## src/rtl/lacmd_pkg.sv

```systemverilog
package lacmd_pkg;
  localparam int ARG_W  = 32;
  localparam int CNT_W  = 16;
  localparam int ID_LEN = 4;

  localparam logic [7:0] OP_RESET = 8'h00;
  localparam logic [7:0] OP_RUN   = 8'h01;
  localparam logic [7:0] OP_ID    = 8'h02;
  localparam logic [7:0] OP_DIV   = 8'h80;
  localparam logic [7:0] OP_SIZE  = 8'h81;
  localparam logic [7:0] OP_FLAGS = 8'h82;

  // top bit marks an opcode that carries an argument
  function automatic logic is_long(input logic [7:0] b);
    return b[7];
  endfunction

  // identification reply, first byte sent first
  function automatic logic [7:0] id_byte(input int unsigned idx);
    case (idx)
      0:       return 8'h31;
      1:       return 8'h53;
      2:       return 8'h4C;
      default: return 8'h4F;
    endcase
  endfunction

  // counts travel as value minus one
  function automatic logic [CNT_W:0] count_of(input logic [CNT_W-1:0] f);
    return {1'b0, f} + {{CNT_W{1'b0}}, 1'b1};
  endfunction
endpackage

```

## src/rtl/lacmd_frame.sv

```systemverilog
module lacmd_frame
  import lacmd_pkg::*;
#(
  parameter int ARG_BYTES = ARG_W / 8
) (
  input  logic             clk,
  input  logic             rst_n,
  input  logic             in_valid,
  input  logic [7:0]       in_byte,
  output logic             idle,
  output logic             short_stb,
  output logic [7:0]       short_code,
  output logic             long_stb,
  output logic [7:0]       long_op,
  output logic [ARG_W-1:0] long_arg
);
  localparam int AC_W = $clog2(ARG_BYTES);

  logic             busy;
  logic [AC_W-1:0]  argc;
  logic [7:0]       op_q;
  logic [ARG_W-1:0] sh;
  logic [ARG_W-1:0] sh_next;

  assign sh_next = {in_byte, sh[ARG_W-1:8]};
  assign idle    = !busy;

  always_ff @(posedge clk) begin
    if (!rst_n) begin
      busy       <= 1'b0;
      argc       <= '0;
      op_q       <= '0;
      sh         <= '0;
      short_stb  <= 1'b0;
      short_code <= '0;
      long_stb   <= 1'b0;
      long_op    <= '0;
      long_arg   <= '0;
    end else begin
      short_stb <= 1'b0;
      long_stb  <= 1'b0;
      if (in_valid) begin
        if (!busy) begin
          if (is_long(in_byte)) begin
            busy <= 1'b1;
            argc <= '0;
            op_q <= in_byte;
          end else begin
            short_stb  <= 1'b1;
            short_code <= in_byte;
          end
        end else begin
          sh   <= sh_next;
          argc <= argc + 1'b1;
          if (argc == AC_W'(ARG_BYTES - 1)) begin
            busy     <= 1'b0;
            long_stb <= 1'b1;
            long_op  <= op_q;
            long_arg <= sh_next;
          end
        end
      end
    end
  end
endmodule

```

## src/rtl/lacmd_regs.sv

```systemverilog
module lacmd_regs
  import lacmd_pkg::*;
#(
  parameter int DIV_W  = 24,
  parameter int GROUPS = 4
) (
  input  logic                  clk,
  input  logic                  rst_n,
  input  logic                  long_stb,
  input  logic [7:0]            long_op,
  input  logic [ARG_W-1:0]      long_arg,
  output logic [DIV_W-1:0]      div_q,
  output logic [CNT_W-1:0]      rd_field,
  output logic [CNT_W-1:0]      dl_field,
  output logic [GROUPS+2:0]     flags_q
);
  localparam int FLAG_W = GROUPS + 3;

  always_ff @(posedge clk) begin
    if (!rst_n) begin
      div_q    <= '0;
      rd_field <= '0;
      dl_field <= '0;
      flags_q  <= '0;
    end else if (long_stb) begin
      case (long_op)
        OP_DIV:   div_q <= long_arg[DIV_W-1:0];
        OP_SIZE: begin
          rd_field <= long_arg[CNT_W-1:0];
          dl_field <= long_arg[2*CNT_W-1:CNT_W];
        end
        OP_FLAGS: flags_q <= long_arg[FLAG_W-1:0];
        default: ;
      endcase
    end
  end
endmodule

```

## src/rtl/lacmd_reply.sv

```systemverilog
module lacmd_reply
  import lacmd_pkg::*;
#(
  parameter int DEPTH = ID_LEN
) (
  input  logic       clk,
  input  logic       rst_n,
  input  logic       load,
  input  logic       tx_ready,
  output logic       tx_valid,
  output logic [7:0] tx_data
);
  localparam int PTR_W = $clog2(DEPTH);
  localparam int CNT_QW = $clog2(DEPTH + 1);

  logic [7:0]        mem [DEPTH];
  logic [PTR_W-1:0]  rd;
  logic [CNT_QW-1:0] fill;
  logic              take;

  assign tx_valid = (fill != '0);
  assign tx_data  = mem[rd];
  assign take     = load && (fill == '0);

  for (genvar i = 0; i < DEPTH; i++) begin : g_slot
    always_ff @(posedge clk) begin
      if (!rst_n)    mem[i] <= '0;
      else if (take) mem[i] <= id_byte(i);
    end
  end

  always_ff @(posedge clk) begin
    if (!rst_n) begin
      rd   <= '0;
      fill <= '0;
    end else if (take) begin
      rd   <= '0;
      fill <= CNT_QW'(DEPTH);
    end else if (tx_valid && tx_ready) begin
      rd   <= rd + 1'b1;
      fill <= fill - 1'b1;
    end
  end
endmodule

```

## src/rtl/lacmd_decoder.sv

```systemverilog
module lacmd_decoder
  import lacmd_pkg::*;
#(
  parameter int DIV_W  = 24,
  parameter int GROUPS = 4,
  parameter int GRP_CW = $clog2(GROUPS + 1)
) (
  input  logic              clk,
  input  logic              rst_n,
  input  logic              rx_valid,
  input  logic [7:0]        rx_data,
  output logic              run_pulse,
  output logic              reset_pulse,
  output logic [DIV_W-1:0]  div_value,
  output logic [CNT_W:0]    read_count,
  output logic [CNT_W:0]    delay_count,
  output logic              demux_en,
  output logic              filter_en,
  output logic              rle_en,
  output logic [GROUPS-1:0] group_en,
  output logic [GRP_CW-1:0] groups_on,
  output logic              tx_valid,
  output logic [7:0]        tx_data,
  input  logic              tx_ready
);
  logic             frm_idle;
  logic             short_stb;
  logic [7:0]       short_code;
  logic             long_stb;
  logic [7:0]       long_op;
  logic [ARG_W-1:0] long_arg;
  logic [CNT_W-1:0] rd_field;
  logic [CNT_W-1:0] dl_field;
  logic [GROUPS+2:0] flags_q;
  logic             id_req;

  lacmd_frame u_frame (
    .clk(clk), .rst_n(rst_n), .in_valid(rx_valid), .in_byte(rx_data),
    .idle(frm_idle), .short_stb(short_stb), .short_code(short_code),
    .long_stb(long_stb), .long_op(long_op), .long_arg(long_arg)
  );

  lacmd_regs #(.DIV_W(DIV_W), .GROUPS(GROUPS)) u_regs (
    .clk(clk), .rst_n(rst_n), .long_stb(long_stb), .long_op(long_op),
    .long_arg(long_arg), .div_q(div_value), .rd_field(rd_field),
    .dl_field(dl_field), .flags_q(flags_q)
  );

  assign id_req = short_stb && (short_code == OP_ID);

  lacmd_reply #(.DEPTH(ID_LEN)) u_reply (
    .clk(clk), .rst_n(rst_n), .load(id_req), .tx_ready(tx_ready),
    .tx_valid(tx_valid), .tx_data(tx_data)
  );

  assign run_pulse   = short_stb && (short_code == OP_RUN);
  assign reset_pulse = short_stb && (short_code == OP_RESET);
  assign read_count  = count_of(rd_field);
  assign delay_count = count_of(dl_field);
  assign demux_en    = flags_q[0];
  assign filter_en   = flags_q[1];
  assign group_en    = ~flags_q[GROUPS+1:2];
  assign rle_en      = flags_q[GROUPS+2];
  assign groups_on   = GRP_CW'($countones(group_en));
endmodule

```

## config.mk

```make
export PLATFORM = sky130hd
export DESIGN_NAME = lacmd_decoder
export DESIGN_NICKNAME = d
export VERILOG_FILES = /design/src/rtl/lacmd_pkg.sv /design/src/rtl/lacmd_frame.sv /design/src/rtl/lacmd_regs.sv /design/src/rtl/lacmd_reply.sv /design/src/rtl/lacmd_decoder.sv
export SDC_FILE = /design/constraint.sdc
export NUM_CORES = 1
export LEC_CHECK = 0
export ABC_CLOCK_PERIOD_IN_PS = 2100
export CAP_MARGIN = 40
export CORE_UTILIZATION = 54
export CTS_CLUSTER_DIAMETER = 80
export DETAILED_ROUTE_END_ITERATION = 6
export GPL_TIMING_DRIVEN = 0
export PLACE_DENSITY = 0.8
export SYNTH_ARGS = -nofsm -noshare
export SYNTH_HDL_FRONTEND = slang
export SYNTH_SLANG_ARGS = --single-unit
```

## constraint.sdc

```tcl
create_clock -name clk -period 2.1 [get_ports clk]
set_input_delay 0.315 -clock clk [delete_from_list [all_inputs] [get_ports clk]]
set_output_delay 0.315 -clock clk [all_outputs]
set_load 0.03 [all_outputs]
```

# == After elaboration in Yosys (flattened, before gate mapping) ==
# Memories as Yosys holds them, arrays and structs flattened. A register that Yosys moved wholly into a read port is not among the register bits.
# Index checks and enable logic that the tools add are counted.
# W data, S select, Z words.
# word_totals
reg_bits,160
latchBits,0
ram_bits,28
rom_bits,0
input_bits,12
out_inout_bits,79
elab_cells,80
memories,1
# mem_list
memory,depth,width,read_ports,rd_ports_with_merged_regs,write_ports,line_no,rtl
u_reply.mem,4,7,1,1,4,lacmd_reply.sv:16,logic [7:0] mem [DEPTH];
# op_classes
addsub,8
mul,0
n_div,0
n_lt_le_gt_ge,0
n_eq_ne,6
shifts,0
n_mux,19
bitwise,9
reduce_logical,21
# ops
cell,count
$add A16 B1 Y17 const B,2
$mux W7,4
$eq A8 B8 Y1 const B,3
$reduce_and A3 Y1,4
$reduce_and A2 Y1,5
$mux W1,9
$logic_not A8 Y1,1
$mux W2,4
$eq A7 B1 Y1 const B,1
$eq A7 B2 Y1 const B,1
$mux W3,2
$logic_and A1 B1 Y1,5
$add A1 B1 Y2,2
$add A2 B1 Y2 const B,2
$not A1 Y1,4
$not A4 Y4,1
$or A1 B1 Y1,4
$reduce_bool A2 Y1,2
$add A2 B2 Y3,1
$logic_not A3 Y1,1
$reduce_bool A3 Y1,1
$reduce_or A3 Y1,1
$sub A3 B1 Y3 const B,1
$eq A2 B2 Y1 const B,1
$reduce_or A2 Y1,1

# == Longest topological paths before layout ==
# Gate-level depths: netlist of the first run.
# logic_depth
ltp_word,7
depth_mapped,7
depth_no_buf,6

# == Cells and area by module ==
# Synthesis of the first run repeated with hierarchy kept, for this count alone.
# unflattened
hier_cells,749
hier_area_um2,7023.0
# by_module_without_submodules
module,instances,cells_each,area_per_inst_um2,seq_area_each_um2
lacmd_frame,1,350,3360.7,1681.6
lacmd_regs,1,245,2434.8,1261.2
lacmd_decoder,1,102,750.7,0.0
lacmd_reply,1,52,476.7,190.2

# == Least setup slack after synthesis of the first run ==
# OpenSTA, ideal clock, no wires.
# synth_path
path_type,reg2out
start,reg with a tool-made name
end,out tx_data[3]
arrival_time_ps,1724
t_required_ps,1785
setup_slack_ps,61
path_stages_with_launch,5
path_buffers,1
cell_sequence,dfxtp_1 > nand2_1 > o21ai_0 > and2_1 > buf_4
# synth_lines
item,line_no,rtl
"end, declared",lacmd_decoder.sv:23,"output logic [7:0] tx_data,"

# == Final worst setup path of the first run ==
# layout_path
start,reg u_regs.flags_q[3]
end,out groups_on[1]
# layout_between
elab_chain_cells,3
# layout_rtl
item,line_no,rtl
"start, declared",lacmd_regs.sv:15,output logic [GROUPS+2:0] flags_q
"start signal, assigned",lacmd_regs.sv:32,OP_FLAGS: flags_q <= long_arg[FLAG_W-1:0];
$not A4 Y4,lacmd_decoder.sv:62,assign group_en = ~flags_q[GROUPS+1:2];
$add A1 B1 Y2 (implied by the code),lacmd_decoder.sv:64,assign groups_on = GRP_CW'($countones(group_en));
$add A2 B2 Y3 (implied by the code),lacmd_decoder.sv:64,
"end, declared",lacmd_decoder.sv:21,"output logic [GRP_CW-1:0] groups_on,"
# No other way between the ends.

==> reports/metrics.cfg, run 1 <==
[logic_synthesis]
syn_area_mm2 = 0.00639
synth-edff-count = 1
ys_async_sr_fraction = 0
synth_top_cell_area_share = 0.486
ys.flop_type = dfxtp_1
synth_common_cells = nand2_1 (176), dfxtp_1 (155), nand3_1 (68)
synth_area_leaders = dfxtp_1 (49%), nand2_1 (10%), nand3_1 (5.3%)
yosysTopAreaCell = dfxtp_1
yosys_warnings = 0
synth.avg_cell_area_um2 = 8.72
syn_nets = 753
yosys.cell_types.count = 45
synth.most_common_cell = nand2_1
ys_seq_area_frac = 0.490
ys_ff_latch = 156
syn_inst = 733

[floorplanning]
start_util = 0.557
die_h_um = 111
core_mm2 = 0.0115
die_x_um = 111
io-pin-count = 91
die_area_mm2 = 0.0123
fp-row-count = 39

[status]
violations = design-rule violations, negative setup slack
status = finished, violations left

[setup_path]
cp_max_fo = 2
r2r-start = u_reply.fill[1]$_SDFFE_PP0P_
critPathRequiredTime_ns = 1.78
cp-start-kind = flop
arrival_ns = 1.87
end_kind = primary output
critPathKind = flop to primary output
startpoint = u_regs.flags_q[3]$_SDFFE_PN0P_

[sta]
slew_violations = 0
max_slew_margin = 0.514
tightestPinTransition_ns = 0.730
setup_viol = 2
finalHoldViolCount = 0
rsz0062_at_grt = true
finClkSkew_ns = 0.00790
setup_slack_ns = -0.0894
max_freq_mhz = 457
fin_crit_sh = 1.04
min_period_ns = 2.19

[layout]
fin_cells = 1007
drive_above_1_share = 0.154
fillers = 816
final_net_count = 871
antenna_cells = 0
final_util = 0.716
syn_to_final_growth_pct = 28.5

[routing]
routed_wl_um = 15700
num_vias = 5454
dr.pass1.iters = 7
detail-route-antenna-nets = 0
routed_via_density = 5.42
drc = 3
wl_per_cell_um = 15.6
drtIter0Drc = 326

[power]
p_comb_frac = 0.081
vdd_ir_drop_max_v = 0.000530
power.leakage_nw = 3.09
p_per_area_mw_per_mm2 = 821
p_sw_mw = 1.53
power_frac_clock = 0.466
netSwitchingFraction = 0.227
intPower_mw = 5.21
seq_power_share = 0.454

[placement]
gp_congestion = 0.797
portBuffers = 88
placed_cells_incl_taps = 964
dp_hpwl_um = 10800

[global_route]
grt_antenna_before_repair = 0
overflow = 0
grt_max_degree = 17
grt_pass1_vias = 5329
grt_pass1_wl_um = 25300
grtUsageTotal = 0.254

[run]
cap_violations = 0

[clocking]
h-tree-depth = 4
insertion_delay_ns = 0.42
root_buffer = clkbuf_16
cts_tree = done
clk_pin_slew_worst_paths_ns = 0.06
cts_sinks = 156
cts_buffer_depth = 2
numCtsBuffers = 17
cts_hold_buf = 0

[worst_hold_path]
hp-start = rst_n
hp-class = primary input to flop

-- logic make-up after synthesis --
kind of cell | count (synthesis) | share of synthesized area
buf+inv | 66 | 0.0472
compound gates | 133 | 0.134
simple gates | 317 | 0.236
xor+xnor | 31 | 0.0425
fa+ha+maj | 8 | 0.0168
mux | 21 | 0.0329
other cells | 1 | 0.000587
flops | 156 | 0.490
-- worst max-delay path, stage by stage, from the launching register on --
cell     delay (ns)
dfxtp_2        0.32
fa_1           0.55
inv_2          0.05
ha_4           0.16
ha_4           0.26
buf_6          0.12
-- per-layer routing --
metal / part of all wire / wire, um / track usage
met5: 0 / 0 / 0
met4: 0.023 / 358 / 0.0978
met3: 0.050 / 782 / 0.0487
met2: 0.49 / 7650 / 0.435
met1: 0.44 / 6960 / 0.316
-- metrics by stage --
stage	area (um2)	setup slack, ns	setup TNS, ns	hold WS, ns	power, mW
after detailed placement	7450	-0.249	-2.14	0.445	3.67
after global placement	7450	-0.196	-1.30	0.438	3.65
after CTS	8090	-0.108	-0.114	0.323	6.76
after floorplan	6390	0.0613	0	0.429	3.51
final	8210	-0.0894	-0.0959	0.339	6.74
after global routing	8210	-0.134	-0.337	0.354	6.96
-- power by group through the flow --
| stage | combinational, mW | sequential, mW | clock (mW) |
|---|---|---|---|
| after floorplan | 0.394 | 3.12 | 0 |
| after global placement | 0.525 | 3.12 | 0 |
| after detailed placement | 0.546 | 3.13 | 0 |
| after CTS | 0.542 | 3.06 | 3.15 |
| after global routing | 0.591 | 3.06 | 3.31 |
| final | 0.544 | 3.06 | 3.14 |
-- layout make-up --
cell class	count	area [um2]	share of cell area
inverter	13	48.8	0.00594
timing repair buffer	99	872	0.106
multi-input combinational	511	3060	0.373
tap	143	179	0.0218
sequential	156	3180	0.387
buffer	53	262	0.0318
clock inverter	10	138	0.0168
clock buffer	22	474	0.0577
-- registers in the layout, summed over array words and instances, names as in the netlist, 2 cells and up, named ones only --
name	count
u_regs.dl_field	16
u_frame.sh	24
u_regs.rd_field	16
u_regs.div_q	24
u_reply.fill	3
u_frame.long_op	8
u_frame.short_code	7
u_reply.rd	2
u_frame.op_q	8
u_reply.mem	2
u_regs.flags_q	7
u_frame.long_arg	32
u_frame.argc	2
-- final timing paths --
| path | slack, ns | to | depth (start not counted) |
|---|---|---|---|
| worst max-delay path | -0.09 | groups_on[1] | 5 |
| worst min-delay path | 0.34 | u_reply.fill[0]$_SDFFE_PP0P_ | 3 |
| worst max register to register | 0.36 | u_reply.mem[3][3]$_DFFE_PP_ | 6 |
| worst min register to register | 0.45 | u_frame.long_op[3]$_SDFFE_PN0P_ | 2 |
-- layout by cell type, fill, tap and decap left out, types with 8 or more instances in the layout --
cell,n
nand3_1,67
buf_4,26
dlygate4sd2_1,11
buf_1,8
o21ai_1,51
mux2i_1,21
dfxtp_1,134
clkdlybuf4s50_1,48
a21boi_1,40
clkbuf_16,17
xor2_1,9
inv_1,12
xnor2_1,21
clkbuf_1,25
a21boi_0,26
nor2b_1,22
dfxtp_2,14
nand2_1,176
buf_2,26
o21ai_0,8
-- repair_timing --
| action | CTS | global route |
|---|---|---|
| gates resized for setup | 173 | 41 |
| pin swaps | 4 | 6 |
| setup buffers | 8 | 3 |
| endpoints found under the setup margin | 38 | 28 |
| endpoints found under the hold margin | 0 | 0 |
Power figures use the tool's default switching activity.
==> run 2: changes to the inputs <==
--- a/config.mk
+++ b/config.mk
@@ -12,6 +12,7 @@
 export DETAILED_ROUTE_END_ITERATION = 6
 export GPL_TIMING_DRIVEN = 0
 export PLACE_DENSITY = 0.8
+export SLEW_MARGIN = 20
 export SYNTH_ARGS = -nofsm -noshare
 export SYNTH_HDL_FRONTEND = slang
 export SYNTH_SLANG_ARGS = --single-unit
==> results of run 2 <==
No change in the layout: final DEF, timing and power equal those of run 1.
